`config.mk`:
```
export PLATFORM = sky130hd
export DESIGN_NAME = sc_gate_bank
export DESIGN_NICKNAME = d
export VERILOG_FILES = /design/src/rtl/sc_gate_pkg.sv /design/src/rtl/sc_addr_decode.sv /design/src/rtl/sc_bit_vector.sv /design/src/rtl/sc_read_mux.sv /design/src/rtl/sc_gate_bank.sv
export SDC_FILE = /design/constraint.sdc
export NUM_CORES = 1
export LEC_CHECK = 0
export BUFFER_PORTS_ARGS = -buffer_cell sky130_fd_sc_hd__clkbuf_2
export CORE_MARGIN = 2
export CORE_UTILIZATION = 26
export CTS_BUF_LIST = sky130_fd_sc_hd__clkbuf_4 sky130_fd_sc_hd__clkbuf_8
export DETAILED_ROUTE_END_ITERATION = 12
export GPL_ROUTABILITY_DRIVEN = 0
export GPL_TIMING_DRIVEN = 0
export PLACE_DENSITY = 0.52
export SETUP_SLACK_MARGIN = 0.5
export SYNTH_ARGS = -nofsm -noshare
export SYNTH_HDL_FRONTEND = slang
export SYNTH_SLANG_ARGS = --single-unit
```
`constraint.sdc`:
```
create_clock -name clk -period 2.1 [get_ports clk]
set_clock_uncertainty 0.15 [all_clocks]
set_input_delay 0.105 -clock clk [delete_from_list [all_inputs] [get_ports clk]]
set_output_delay 0.105 -clock clk [all_outputs]
set_load 0.03 [all_outputs]
```
`src/rtl/sc_gate_pkg.sv`:
```
package sc_gate_pkg;

    localparam int DEF_DATA_W = 32;
    localparam int DEF_ADDR_W = 8;
    localparam int NUM_VEC    = 2;

    // byte offsets inside one triplet
    localparam int OFS_SET  = 0;
    localparam int OFS_CLR  = 4;
    localparam int OFS_STAT = 8;

    typedef enum logic [1:0] {
        VEC_ENABLE = 2'd0,
        VEC_RESET  = 2'd1
    } vec_e;

    typedef enum logic [1:0] {
        ACC_NONE = 2'd0,
        ACC_SET  = 2'd1,
        ACC_CLR  = 2'd2,
        ACC_STAT = 2'd3
    } acc_e;

    typedef struct packed {
        acc_e kind;
        vec_e vec;
    } access_t;

    // next value of one vector from its set and clear masks (clear wins)
    function automatic logic [DEF_DATA_W-1:0] vec_next(
        input logic [DEF_DATA_W-1:0] cur,
        input logic [DEF_DATA_W-1:0] set_m,
        input logic [DEF_DATA_W-1:0] clr_m
    );
        return (cur | set_m) & ~clr_m;
    endfunction

endpackage

```
`src/rtl/sc_addr_decode.sv`:
```
module sc_addr_decode
    import sc_gate_pkg::*;
#(
    parameter int ADDR_W   = DEF_ADDR_W,
    parameter int RST_BASE = 16
) (
    input  logic [ADDR_W-1:0] addr,
    output access_t           acc
);
    localparam int EN_BASE = 0;

    always_comb begin
        acc = '{kind: ACC_NONE, vec: VEC_ENABLE};
        for (int v = 0; v < NUM_VEC; v++) begin
            int base;
            base = (v == 0) ? EN_BASE : RST_BASE;
            if (addr == ADDR_W'(base + OFS_SET)) begin
                acc.kind = ACC_SET;
                acc.vec  = vec_e'(v);
            end else if (addr == ADDR_W'(base + OFS_CLR)) begin
                acc.kind = ACC_CLR;
                acc.vec  = vec_e'(v);
            end else if (addr == ADDR_W'(base + OFS_STAT)) begin
                acc.kind = ACC_STAT;
                acc.vec  = vec_e'(v);
            end
        end
    end

endmodule

```
`src/rtl/sc_bit_vector.sv`:
```
module sc_bit_vector #(
    parameter int   W         = 32,
    parameter logic RESET_BIT = 1'b0
) (
    input  logic         clk,
    input  logic         rst,
    input  logic [W-1:0] set_mask,
    input  logic [W-1:0] clr_mask,
    output logic [W-1:0] q
);
    for (genvar b = 0; b < W; b++) begin : g_bit
        always_ff @(posedge clk) begin
            if (rst) begin
                q[b] <= RESET_BIT;
            end else if (clr_mask[b]) begin
                q[b] <= 1'b0;
            end else if (set_mask[b]) begin
                q[b] <= 1'b1;
            end
        end
    end

endmodule

```
`src/rtl/sc_read_mux.sv`:
```
module sc_read_mux
    import sc_gate_pkg::*;
#(
    parameter int W = DEF_DATA_W
) (
    input  logic         clk,
    input  logic         rst,
    input  logic         rd,
    input  access_t      acc,
    input  logic [W-1:0] en_vec,
    input  logic [W-1:0] rst_vec,
    output logic [W-1:0] rdata
);
    logic [W-1:0] sel_d;

    always_comb begin
        sel_d = '0;
        if (rd && acc.kind == ACC_STAT) begin
            sel_d = (acc.vec == VEC_RESET) ? rst_vec : en_vec;
        end
    end

    always_ff @(posedge clk) begin
        if (rst) begin
            rdata <= '0;
        end else begin
            rdata <= sel_d;
        end
    end

endmodule

```
`src/rtl/sc_gate_bank.sv`:
```
module sc_gate_bank
    import sc_gate_pkg::*;
#(
    parameter int DATA_W   = DEF_DATA_W,
    parameter int ADDR_W   = DEF_ADDR_W,
    parameter int RST_BASE = 16
) (
    input  logic              clk,
    input  logic              rst,
    input  logic [ADDR_W-1:0] bus_addr,
    input  logic              bus_wr,
    input  logic [DATA_W-1:0] bus_wdata,
    input  logic              bus_rd,
    output logic [DATA_W-1:0] bus_rdata,
    output logic [DATA_W-1:0] clk_en_o,
    output logic [DATA_W-1:0] periph_rst_o
);
    access_t     acc;
    logic [DATA_W-1:0] vec_q [NUM_VEC];

    sc_addr_decode #(
        .ADDR_W  (ADDR_W),
        .RST_BASE(RST_BASE)
    ) dec_i (
        .addr(bus_addr),
        .acc (acc)
    );

    for (genvar v = 0; v < NUM_VEC; v++) begin : g_vec
        logic hit;
        logic [DATA_W-1:0] set_m, clr_m;

        assign hit   = bus_wr && (acc.vec == vec_e'(v));
        assign set_m = (hit && acc.kind == ACC_SET) ? bus_wdata : '0;
        assign clr_m = (hit && acc.kind == ACC_CLR) ? bus_wdata : '0;

        sc_bit_vector #(
            .W        (DATA_W),
            .RESET_BIT((v == 0) ? 1'b0 : 1'b1)
        ) vec_i (
            .clk     (clk),
            .rst     (rst),
            .set_mask(set_m),
            .clr_mask(clr_m),
            .q       (vec_q[v])
        );
    end

    assign clk_en_o     = vec_q[0];
    assign periph_rst_o = vec_q[1];

    sc_read_mux #(
        .W(DATA_W)
    ) rmux_i (
        .clk    (clk),
        .rst    (rst),
        .rd     (bus_rd),
        .acc    (acc),
        .en_vec (vec_q[0]),
        .rst_vec(vec_q[1]),
        .rdata  (bus_rdata)
    );

endmodule

```
# ---- After elaboration in Yosys (flattened, before gate mapping)
# Index checks and enable logic that the tools add are counted.
dict set report word_totals {
  output_inout_bits 96
  input_bits 44
  wordCells 224
  reg_bits 96
}
dict set report op_classes {
  eq_ne 9
  n_reduce_logical 74
  bitwise 1
  mux 75
}
# operator count
set op_table {}
lappend op_table {{32-bit two-way mux} 5}
lappend op_table {{2-bit OR reduction} 33}
lappend op_table {{1-bit two-way mux} 64}
lappend op_table {{2-bit nonzero test} 32}
lappend op_table {{8-bit by 5-bit == test with 1-bit output (second input constant)} 3}
lappend op_table {{4-bit two-way mux} 6}
lappend op_table {{8-bit by 3-bit == test with 1-bit output (second input constant)} 1}
lappend op_table {{8-bit by 4-bit == test with 1-bit output (second input constant)} 1}
lappend op_table {{8-bit logical NOT} 1}
lappend op_table {{1-bit logical AND} 7}
lappend op_table {{2-bit by 1-bit == test with 1-bit output (second input constant)} 2}
lappend op_table {{2-bit == test (second input constant)} 2}
lappend op_table {{2-bit logical NOT} 1}
lappend op_table {{1-bit NOT} 1}

# ---- Logic depth before layout (Yosys ltp)
# Gate-level depths: netlist (run 1).
dict set report logic_depth {
  word_depth 13
  ltp_mapped 5
  mapped_depth_nobuf 3
}

# ---- Modules after synthesis
# From an unflattened synthesis (run 1), not the netlist that was laid out.
dict set report hier_totals {
  cells_unflattened 508
  hier_area_um2 4460.5
}
# mod cells_each instances seq_area_each_um2 area_per_inst_um2
set modules_own_cells {}
lappend modules_own_cells {sc_read_mux 141 1 640.6 1168.6}
lappend modules_own_cells {{sc_bit_vector at g_vec[0].vec_i} 99 1 640.6 1123.6}
lappend modules_own_cells {sc_gate_bank 161 1 0.0 1092.3}
lappend modules_own_cells {{sc_bit_vector at g_vec[1].vec_i} 99 1 640.6 1016.0}
lappend modules_own_cells {sc_addr_decode 8 1 0.0 60.1}

# ---- Worst setup path after synthesis (run 1)
# Ideal clock, no wire load.
dict set report synth_path {
  kind {input to register}
  start {input bus_addr[4]}
  end {register g_vec[0].vec_i.q[11]}
  required_time_ps 1834
  path_buffers 1
  stages 4
  slack_ps 818
  arrival_ps 1016
  cell_sequence {nor4_2 -> buf_2 -> a311oi_1 -> a31o_2}
}
dict set report synth_between {
  elab_chain_cells 11
  elab_cells_between_ends 21
  classes_between {eq/ne (7); mux (8); reduce/logical (6)}
}
# element line
set synth_lines {}
lappend synth_lines {{start: declaration} sc_gate_bank.sv:10} ;# input logic [ADDR_W-1:0] bus_addr,
lappend synth_lines {{8-bit by 4-bit == test with 1-bit output / 8-bit by 3-bit == test with 1-bit output (equally long branches)} {sc_addr_decode.sv:23, sc_addr_decode.sv:20}}
lappend synth_lines {{4-bit two-way mux, on equally long branches} {sc_addr_decode.sv:23, sc_addr_decode.sv:20}}
lappend synth_lines {{4-bit two-way mux, on equally long branches} {sc_addr_decode.sv:20, sc_addr_decode.sv:17}}
lappend synth_lines {{4-bit two-way mux, on equally long branches} {sc_addr_decode.sv:17, sc_addr_decode.sv:23}}
lappend synth_lines {{4-bit two-way mux, on equally long branches} {sc_addr_decode.sv:23, sc_addr_decode.sv:20}}
lappend synth_lines {{4-bit two-way mux, on equally long branches} {sc_addr_decode.sv:20, sc_addr_decode.sv:17}}
lappend synth_lines {{4-bit two-way mux *} sc_addr_decode.sv:17} ;# if (addr == ADDR_W'(base + OFS_SET)) begin
lappend synth_lines {{2-bit == test / 1-bit logical AND (equally long branches)} {sc_gate_bank.sv:35, sc_gate_bank.sv:33}}
lappend synth_lines {{1-bit logical AND} sc_gate_bank.sv:35} ;# assign clr_m = (hit && acc.kind == ACC_CLR) ? bus_wdata : '0;
lappend synth_lines {{32-bit two-way mux} sc_gate_bank.sv:35}
lappend synth_lines {{2-bit OR reduction (no source line)} --}
lappend synth_lines {{end signal: indexed assignment} sc_bit_vector.sv:14} ;# q[b] <= RESET_BIT;
lappend synth_lines {{end signal: indexed assignment} sc_bit_vector.sv:16} ;# q[b] <= 1'b0;
lappend synth_lines {{end signal: indexed assignment} sc_bit_vector.sv:18} ;# q[b] <= 1'b1;
lappend synth_lines {{end: declaration} sc_bit_vector.sv:9} ;# output logic [W-1:0] q
# Every way passes the cells marked *; elsewhere a longest branch is shown, timed or not.
# A chain may end at the register's enable or synchronous reset.

# ---- Final worst setup path (run 1)
dict set report layout_path {
  start {input bus_addr[2]}
  end {register rmux_i.rdata[31]}
}
dict set report layout_between {
  elab_chain_cells 11
  elab_cells_between_ends 18
  classes_between {eq/ne (7); mux (7); bitwise (1); reduce/logical (3)}
}
# element line
set layout_lines {}
lappend layout_lines {{8-bit by 4-bit == test with 1-bit output} sc_addr_decode.sv:23} ;# end else if (addr == ADDR_W'(base + OFS_STAT)) begin
lappend layout_lines {{4-bit two-way mux} sc_addr_decode.sv:23}
lappend layout_lines {{4-bit two-way mux} sc_addr_decode.sv:20} ;# end else if (addr == ADDR_W'(base + OFS_CLR)) begin
lappend layout_lines {{4-bit two-way mux} sc_addr_decode.sv:17}
lappend layout_lines {{4-bit two-way mux} sc_addr_decode.sv:23}
lappend layout_lines {{4-bit two-way mux} sc_addr_decode.sv:20}
lappend layout_lines {{4-bit two-way mux *} sc_addr_decode.sv:17}
lappend layout_lines {{2-bit == test} sc_read_mux.sv:18} ;# if (rd && acc.kind == ACC_STAT) begin
lappend layout_lines {{1-bit logical AND} sc_read_mux.sv:18}
lappend layout_lines {{1-bit NOT (no source line)} --}
lappend layout_lines {{2-bit OR reduction (no source line)} --}
lappend layout_lines {{end signal: assignment} sc_read_mux.sv:27} ;# rdata <= sel_d;
lappend layout_lines {{end: declaration} sc_read_mux.sv:12} ;# output logic [W-1:0] rdata
# Marks and branches as above.

==> results of run 1 <==
## metal layers
metal | vias to the layer above | track usage [%]
met5 | - | 0
met4 | 0 | 5.24
met3 | 16 | 3.53
met2 | 144 | 30.4
met1 | 2065 | 23.6
li1 | 2010 | -
## state kept, by name, summed over array words and instances, names as in the netlist
register and cells:
rmux_i.rdata 32, g_vec.vec_i.q 64
## synthesized netlist by cell type
library cell,n,area [um^2]
a21oi_1,32,160
a211o_1,1,8.76
nor4b_2,1,15.0
buf_2,7,35.0
inv_1,33,124
nand3_1,32,160
nand4_1,33,206
and3_1,1,6.26
a31o_2,21,184
nor2_1,33,124
a311oi_1,32,280
dfxtp_1,96,1920
nor4_2,1,12.5
clkbuf_1,35,131
a211oi_2,1,12.5
mux2i_1,32,320
nor4_1,1,6.26
buf_4,7,52.6
a31o_1,11,96.3
nor3_2,1,10.0
o21ai_0,32,160
nor2b_1,1,6.26
## kinds of logic (layout without fill, tap and decap cells)
logic type	after synthesis	count (layout)	synth area share, %
simple gates	104	104	13.6
buf+inv	82	272	8.50
flops	96	96	47.6
mux	32	32	7.94
compound gates	130	130	22.4
## where the power goes
group / internal (mW) / leakage, nW / total [mW] / switching (mW)
Sequential: 1.82 / 0.774 / 1.82 / 0.00146
Clock: 0.493 / 0.0898 / 1.17 / 0.679
Combinational: 0.109 / 1.45 / 0.313 / 0.204
Total: 2.42 / 2.31 / 3.31 / 0.885
## final cells by class
type / instances / area, um^2
tap: 188 / 235
multi-input combinational: 266 / 1780
fill: 1602 / 9700
timing repair buffer: 174 / 1050
clock inverter: 4 / 28.8
inverter: 33 / 124
clock buffer: 12 / 153
sequential: 96 / 1920
buffer: 49 / 219
## critical path: cells and delay by family
family                 cells  cell delay, ps
buffers and inverters      2             820
AOI/OAI and AO/OA          2             610
and+or+nand+nor            1              90
## timing repair
item | in CTS | in global routing
setup endpoints to repair | 30 | 0
resized for setup | 1 | 0
hold buffers | 35 | 0
endpoints found under the hold margin | 66 | 0
## worst paths after layout
check | slack [ps] | from | to | depth (start not counted)
setup / recovery | 630 | bus_addr[2] | rmux_i.rdata[31] | 5
hold / removal | 20 | bus_rd | rmux_i.rdata[0] | 3
setup reg to reg | 1030 | g_vec[0].vec_i.q[19] | g_vec[0].vec_i.q[19] | 3
hold reg to reg | 340 | g_vec[1].vec_i.q[15] | rmux_i.rdata[15] | 2
## per-stage QoR
stage / cells / setup WS (ps) / util, %
floorplan: 444 / 818 / -
global placement: 771 / 57.2 / 32.7
detailed placement: 771 / -0.350 / 32.7
CTS: 822 / 639 / 36.2
global route: 822 / 540 / 36.2
finish: 822 / 630 / 36.2
==> reports/qor.csv, run 1 <==
stage,metric,value,unit
status,run status,"complete, no violations",
logic_synthesis,area of the mapped netlist,0.00403,mm^2
logic_synthesis,number of library cell types mapped by synthesis,22,
logic_synthesis,Yosys warnings,0,
critical_path,Crit Path Category,in2reg,
floorplan,standard cell core area,0.0152,mm^2
final_layout,Antenna diodes,0,
global_routing,total global-route track usage,18.1,%
power_and_ir_drop,Total Power Consumption,3.31,mW
critical_path,CP max stage delay,690,ps
timing,final critical-path share of the clock period,70.0,%
timing,worst hold slack,18.2,ps
logic_synthesis,mean area per synthesized cell,9.09,um^2
global_routing,number of global-route vias before repair,4180,
critical_path,"Arr. time, crit path",1620,ps
final_layout,share of final-layout standard cells stronger than drive strength 1,30.6,%
final_layout,number of nets in the layout,673,
timing,shortest period the worst path allows,1470,ps
timing,Fmax achieved,680,MHz
detailed_routing,detailed-route wire length per cell,18.4,um
global_routing,initial antenna violation count,0,
clocking,"Clk pin slew, worst setup/hold paths",90,ps
floorplan,number of cell rows,45,
placement,Placed Area,0.00496,mm^2
clocking,clock tree root driver cell,clkbuf_8,
detailed_routing,count of TritonRoute iterations in the first routing pass,4,
clocking,Skew-Pair Late Insertion Delay,380,ps
critical_path,data required time at the worst endpoint,2250,ps
power_and_ir_drop,Leakage Power,2.31,nW
floorplan,die height,129,um
detailed_routing,count of unresolved DRC violations after routing,0,
power_and_ir_drop,maximum VDD drop,255,uV
detailed_routing,count of antenna-violating nets left after detailed routing,0,
power_and_ir_drop,power density over the cells,601,mW/mm^2
critical_path,Setup crit start kind,input port,
clocking,Inserted Clock Buffers,9,
clocking,setup bufs post-CTS,0,
detailed_routing,Post-Route WL,15200,um
final_layout,"top library cells by usage in the layout, fill and taps aside","clkbuf_2, dfxtp_1, clkbuf_1, dlygate4sd3_1",
final_layout,cell area after layout,0.00550,mm^2
logic_synthesis,synthesized instance count,444,
final_layout,Layout area overhead,36.4,%
critical_path,maximum fanout along the worst path,5,
timing,remaining max-slew budget at the tightest pin,55.5,%
timing,count of endpoints failing hold in the final timing report,0,
logic_synthesis,Synth Register Bits,96,
floorplan,starting utilization of the core area,26.5,%
timing,slew of the pin with the lowest slew margin,667,ps
global_routing,global-route wire length before repair,22900,um
clocking,CTS H-Tree Depth,3,
timing,Max Slew Vio Count,0,
detailed_routing,number of vias in the routed layout,4235,
logic_synthesis,number of nets produced by synthesis,488,
floorplan,number of top-level pins,140,
clocking,number of buffers on the longest clock path,2,
global_routing,largest net degree at the start of global routing,16,
detailed_routing,top layer in use,met4,
placement,dpl hpwl,11000,um
detailed_routing,routed vias/inst,5.15,
min_path,Hold WC Path Type,in2reg,
logic_synthesis,post-synthesis sequential area ratio,47.6,%
detailed_routing,detailed route wirelength on metal3,730,um
floorplan,die width,129,um
detailed_routing,length of routed met2 wiring,7370,um
detailed_routing,First DRT Iteration DRCs,229,
placement,count of input and output buffers,139,
detailed_routing,M1 WL,6890,um
run,max cap viols,0,
clocking,TritonCTS clock tree,built,
timing,setup tns final,0,ps
global_routing,overflow left after global routing,0,
critical_path,Slowest cell on crit path,dlygate4sd3_1,
floorplan,die area,0.0165,mm^2
critical_path,sort of element at the end of the critical path,flop,
final_layout,"leading cell type in the layout, fill and taps excluded",clkbuf_2,
clocking,clock sinks,96,
timing,number of failing setup endpoints in the final timing report,0,
timing,unrepaired setup endpoints after global routing,false,
critical_path,cells along the critical path,clkbuf_2 > a211oi_2 > dlygate4sd3_1 > nand3_1 > a21oi_1,
No activity file was read; power rests on OpenSTA's default activity.
==> run 2, diff against run 1 <==
--- a/config.mk
+++ b/config.mk
@@ -12,7 +12,7 @@
 export DETAILED_ROUTE_END_ITERATION = 12
 export GPL_ROUTABILITY_DRIVEN = 0
 export GPL_TIMING_DRIVEN = 0
-export PLACE_DENSITY = 0.52
+export PLACE_DENSITY = 0.54
 export SETUP_SLACK_MARGIN = 0.5
 export SYNTH_ARGS = -nofsm -noshare
 export SYNTH_HDL_FRONTEND = slang
==> constraint.sdc (replaced) <==
create_clock -name clk -period 1.35 [get_ports clk]
set_clock_uncertainty 0.15 [all_clocks]
set_input_delay 0.0675 -clock clk [delete_from_list [all_inputs] [get_ports clk]]
set_output_delay 0.0675 -clock clk [all_outputs]
set_load 0.03 [all_outputs]
==> run 2 against run 1 <==
Cell area is 51% higher. The run now ends with negative hold slack left. Combinational power grew 130%. Register-to-register slack worse by 780 ps. Setup slack worse by 470 ps. Sequential power is 54% higher. Critical path type unchanged. Global-route usage up 4.1 points. Via count is 13% higher. Worst hold slack worse by 97 ps.
==> reports/qor.csv, run 2 (synthesis results as in run 1) <==
stage,metric,value,unit
critical_path,launch instance of the worst register-to-register path,g_vec[0].vec_i.q[20],
power_and_ir_drop,combinational share of power,13.3,%
power_and_ir_drop,sequential share of power,52.7,%
critical_path,data required time at the worst endpoint,1490,ps
status,failing checks,negative hold slack,
min_path,hold worst-path end,g_vec[1].vec_i.q[26],
floorplan,standard cell core area,0.0152,mm^2
clocking,number of buffers on the longest clock path,2,
detailed_routing,First DRT Iteration DRCs,285,
detailed_routing,count of antenna-violating nets left after detailed routing,0,
floorplan,die width,129,um
power_and_ir_drop,internal power,3.81,mW
clocking,Skew-Pair Late Insertion Delay,400,ps
floorplan,starting utilization of the core area,26.5,%
global_routing,global-route wire length before repair,28000,um
final_layout,number of nets in the layout,772,
power_and_ir_drop,fraction of power consumed by the clock network,34.0,%
detailed_routing,count of unresolved DRC violations after routing,0,
clocking,CTS H-Tree Depth,3,
floorplan,die area,0.0165,mm^2
timing,count of endpoints failing hold in the final timing report,2,
final_layout,Filler Cell Count,1272,
detailed_routing,detailed-route wire length per cell,19.5,um
final_layout,Antenna diodes,0,
timing,final critical-path share of the clock period,87.8,%
power_and_ir_drop,switching portion of total power,28.6,%
placement,dpl hpwl,11000,um
global_routing,overflow left after global routing,0,
final_layout,"top library cells by usage in the layout, fill and taps aside","buf_8, dfxtp_2, buf_4",
timing,remaining max-slew budget at the tightest pin,65.7,%
global_routing,initial antenna violation count,0,
clocking,"Clk pin slew, worst setup/hold paths",100,ps
final_layout,share of final-layout standard cells stronger than drive strength 1,69.0,%
critical_path,sort of element at the end of the critical path,flop,
global_routing,largest net degree at the start of global routing,17,
final_layout,Layout area overhead,106,%
critical_path,Reg-to-Reg End,g_vec[0].vec_i.q[20],
critical_path,Crit Path Category,in2reg,
final_layout,register bank with the most flops,g_vec.vec_i.q,
floorplan,number of cell rows,45,
clocking,clock tree root driver cell,clkbuf_8,
placement,count of input and output buffers,139,
power_and_ir_drop,power density over the cells,643,mW/mm^2
critical_path,R2R setup slack,250,ps
power_and_ir_drop,maximum VDD drop,402,uV
final_layout,cell area after layout,0.00829,mm^2
min_path,startpoint of the lowest-slack hold path,rst,
final_layout,"leading cell type in the layout, fill and taps excluded",buf_8,
final_layout,max reg flops,64,
power_and_ir_drop,Leakage Power,3.40,nW
clocking,clock sinks,96,
floorplan,number of top-level pins,140,
final_layout,"number of standard cells in the layout, taps in and fillers out",921,
clocking,number of buffers inserted by hold repair at cts,32,
detailed_routing,Post-Route WL,17900,um
critical_path,cells along the critical path,clkbuf_16 > nor4b_4 > buf_6 > buf_4 > buf_6 > buf_6 > a311oi_2 > a31o_1,
timing,number of failing setup endpoints in the final timing report,0,
timing,shortest period the worst path allows,1190,ps
final_layout,biggest regs,"g_vec.vec_i.q (64), rmux_i.rdata (32)",
run,max cap viols,0,
critical_path,Setup crit start kind,input port,
floorplan,die height,129,um
detailed_routing,count of TritonRoute iterations in the first routing pass,5,
min_path,Hold WC Path Type,in2reg,
critical_path,maximum fanout along the worst path,5,
global_routing,number of global-route vias before repair,5097,
critical_path,Worst Reg2Reg Path Length in Cells,4,
placement,number of cells after detailed placement,771,
detailed_routing,number of vias in the routed layout,4784,
timing,slew of the pin with the lowest slew margin,514,ps
critical_path,CP max stage delay,310,ps
placement,Placed Area,0.00519,mm^2
critical_path,Slowest cell on crit path,nor4b_4,
critical_path,cell with the most instances on the worst path,buf_6,
timing,worst hold slack,-79.0,ps
status,run status,"complete, but fails checks",
power_and_ir_drop,switching power total,1.52,mW
critical_path,"Arr. time, crit path",1320,ps
global_routing,total global-route track usage,22.2,%
min_path,number of cells on the worst hold path,3,
clocking,Inserted Clock Buffers,9,
detailed_routing,routed vias/inst,5.19,
timing,Max Slew Vio Count,0,
timing,unrepaired setup endpoints after global routing,true,
timing,Fmax achieved,843,MHz
clocking,TritonCTS clock tree,built,
-- run 2: cell types whose count changed in the layout (fill, tap and decap cells not counted), moves of 32 or more --
cell,change
clkbuf_2,-78
o21ai_0,-32
buf_4,+63
dfxtp_1,-96
clkbuf_1,-32
buf_8,+100
dfxtp_2,+84
-- run 2: layout make-up --
| type | count | area [um^2] | share of cell area (%) |
|---|---|---|---|
| Sequential cell | 96 | 2070 | 25.0 |
| Tap cell | 188 | 235 | 2.84 |
| Inverter | 33 | 124 | 1.49 |
| Clock buffer | 10 | 131 | 1.58 |
| Buffer | 49 | 487 | 5.87 |
| Clock inverter | 6 | 43.8 | 0.528 |
| Multi-Input combinational cell | 266 | 2160 | 26.1 |
| Timing Repair Buffer | 273 | 3040 | 36.6 |
-- run 2: worst max-delay path by stage --
stage                        startpoint                    to  depth (start not counted)
floorplan                   bus_addr[1]   g_vec[1].vec_i.q[0]                          5
global placement            bus_addr[4]  g_vec[1].vec_i.q[14]                          5
detailed placement          bus_addr[4]   g_vec[1].vec_i.q[0]                          5
CTS                 g_vec[0].vec_i.q[4]           clk_en_o[4]                          1
global route                bus_addr[3]  g_vec[1].vec_i.q[10]                          8
finish                      bus_addr[3]  g_vec[0].vec_i.q[30]                          8
-- run 2: timing repair --
action | 4_1_cts | 5_1_grt
pin swaps | 17 | 2
buffers inserted | 80 | 11
resized for setup | 417 | 121
gates cloned | 11 | 0
hold endpoints to repair | 64 | 2
endpoints found under the setup margin | 192 | 192
-- run 2: power groups by stage --
stage	Sequential [mW]	Clock, mW	Combinational, mW
3_5_place_dp	2.90	0	0.430
2_1_floorplan	2.90	0	0.202
6_report	2.81	1.81	0.709
3_3_place_gp	2.90	0	0.419
5_1_grt	2.81	1.96	0.747
4_1_cts	2.82	1.85	0.680
-- run 2: worst max-delay path: cells and delay by family --
family	cells	cell delay, ps
AOI/OAI and AO/OA	2	300
buffers and inverters	5	640
and+or+nand+nor	1	310
-- run 2: stage by stage --
stage,total power [mW],setup TNS (ps),util [%],setup slack [ps]
after floorplan,3.11,0,-,166
after global placement,3.32,-23060,34.1,-359
after detailed placement,3.33,-25130,34.1,-407
after CTS,5.35,0,52.6,193
after global routing,5.52,0,54.5,130
final,5.33,0,54.5,164
-- run 2: routing by layer --
metal / wire (um) / vias to the layer above / part of all wire (%) / GRT usage [%]
li1: - / 2216 / - / -
met1: 7520 / 2346 / 42 / 27.8
met2: 8610 / 176 / 48 / 36.7
met3: 1160 / 46 / 6.5 / 4.24
met4: 632 / 0 / 3.5 / 11.1
met5: 0 / - / 0 / 0
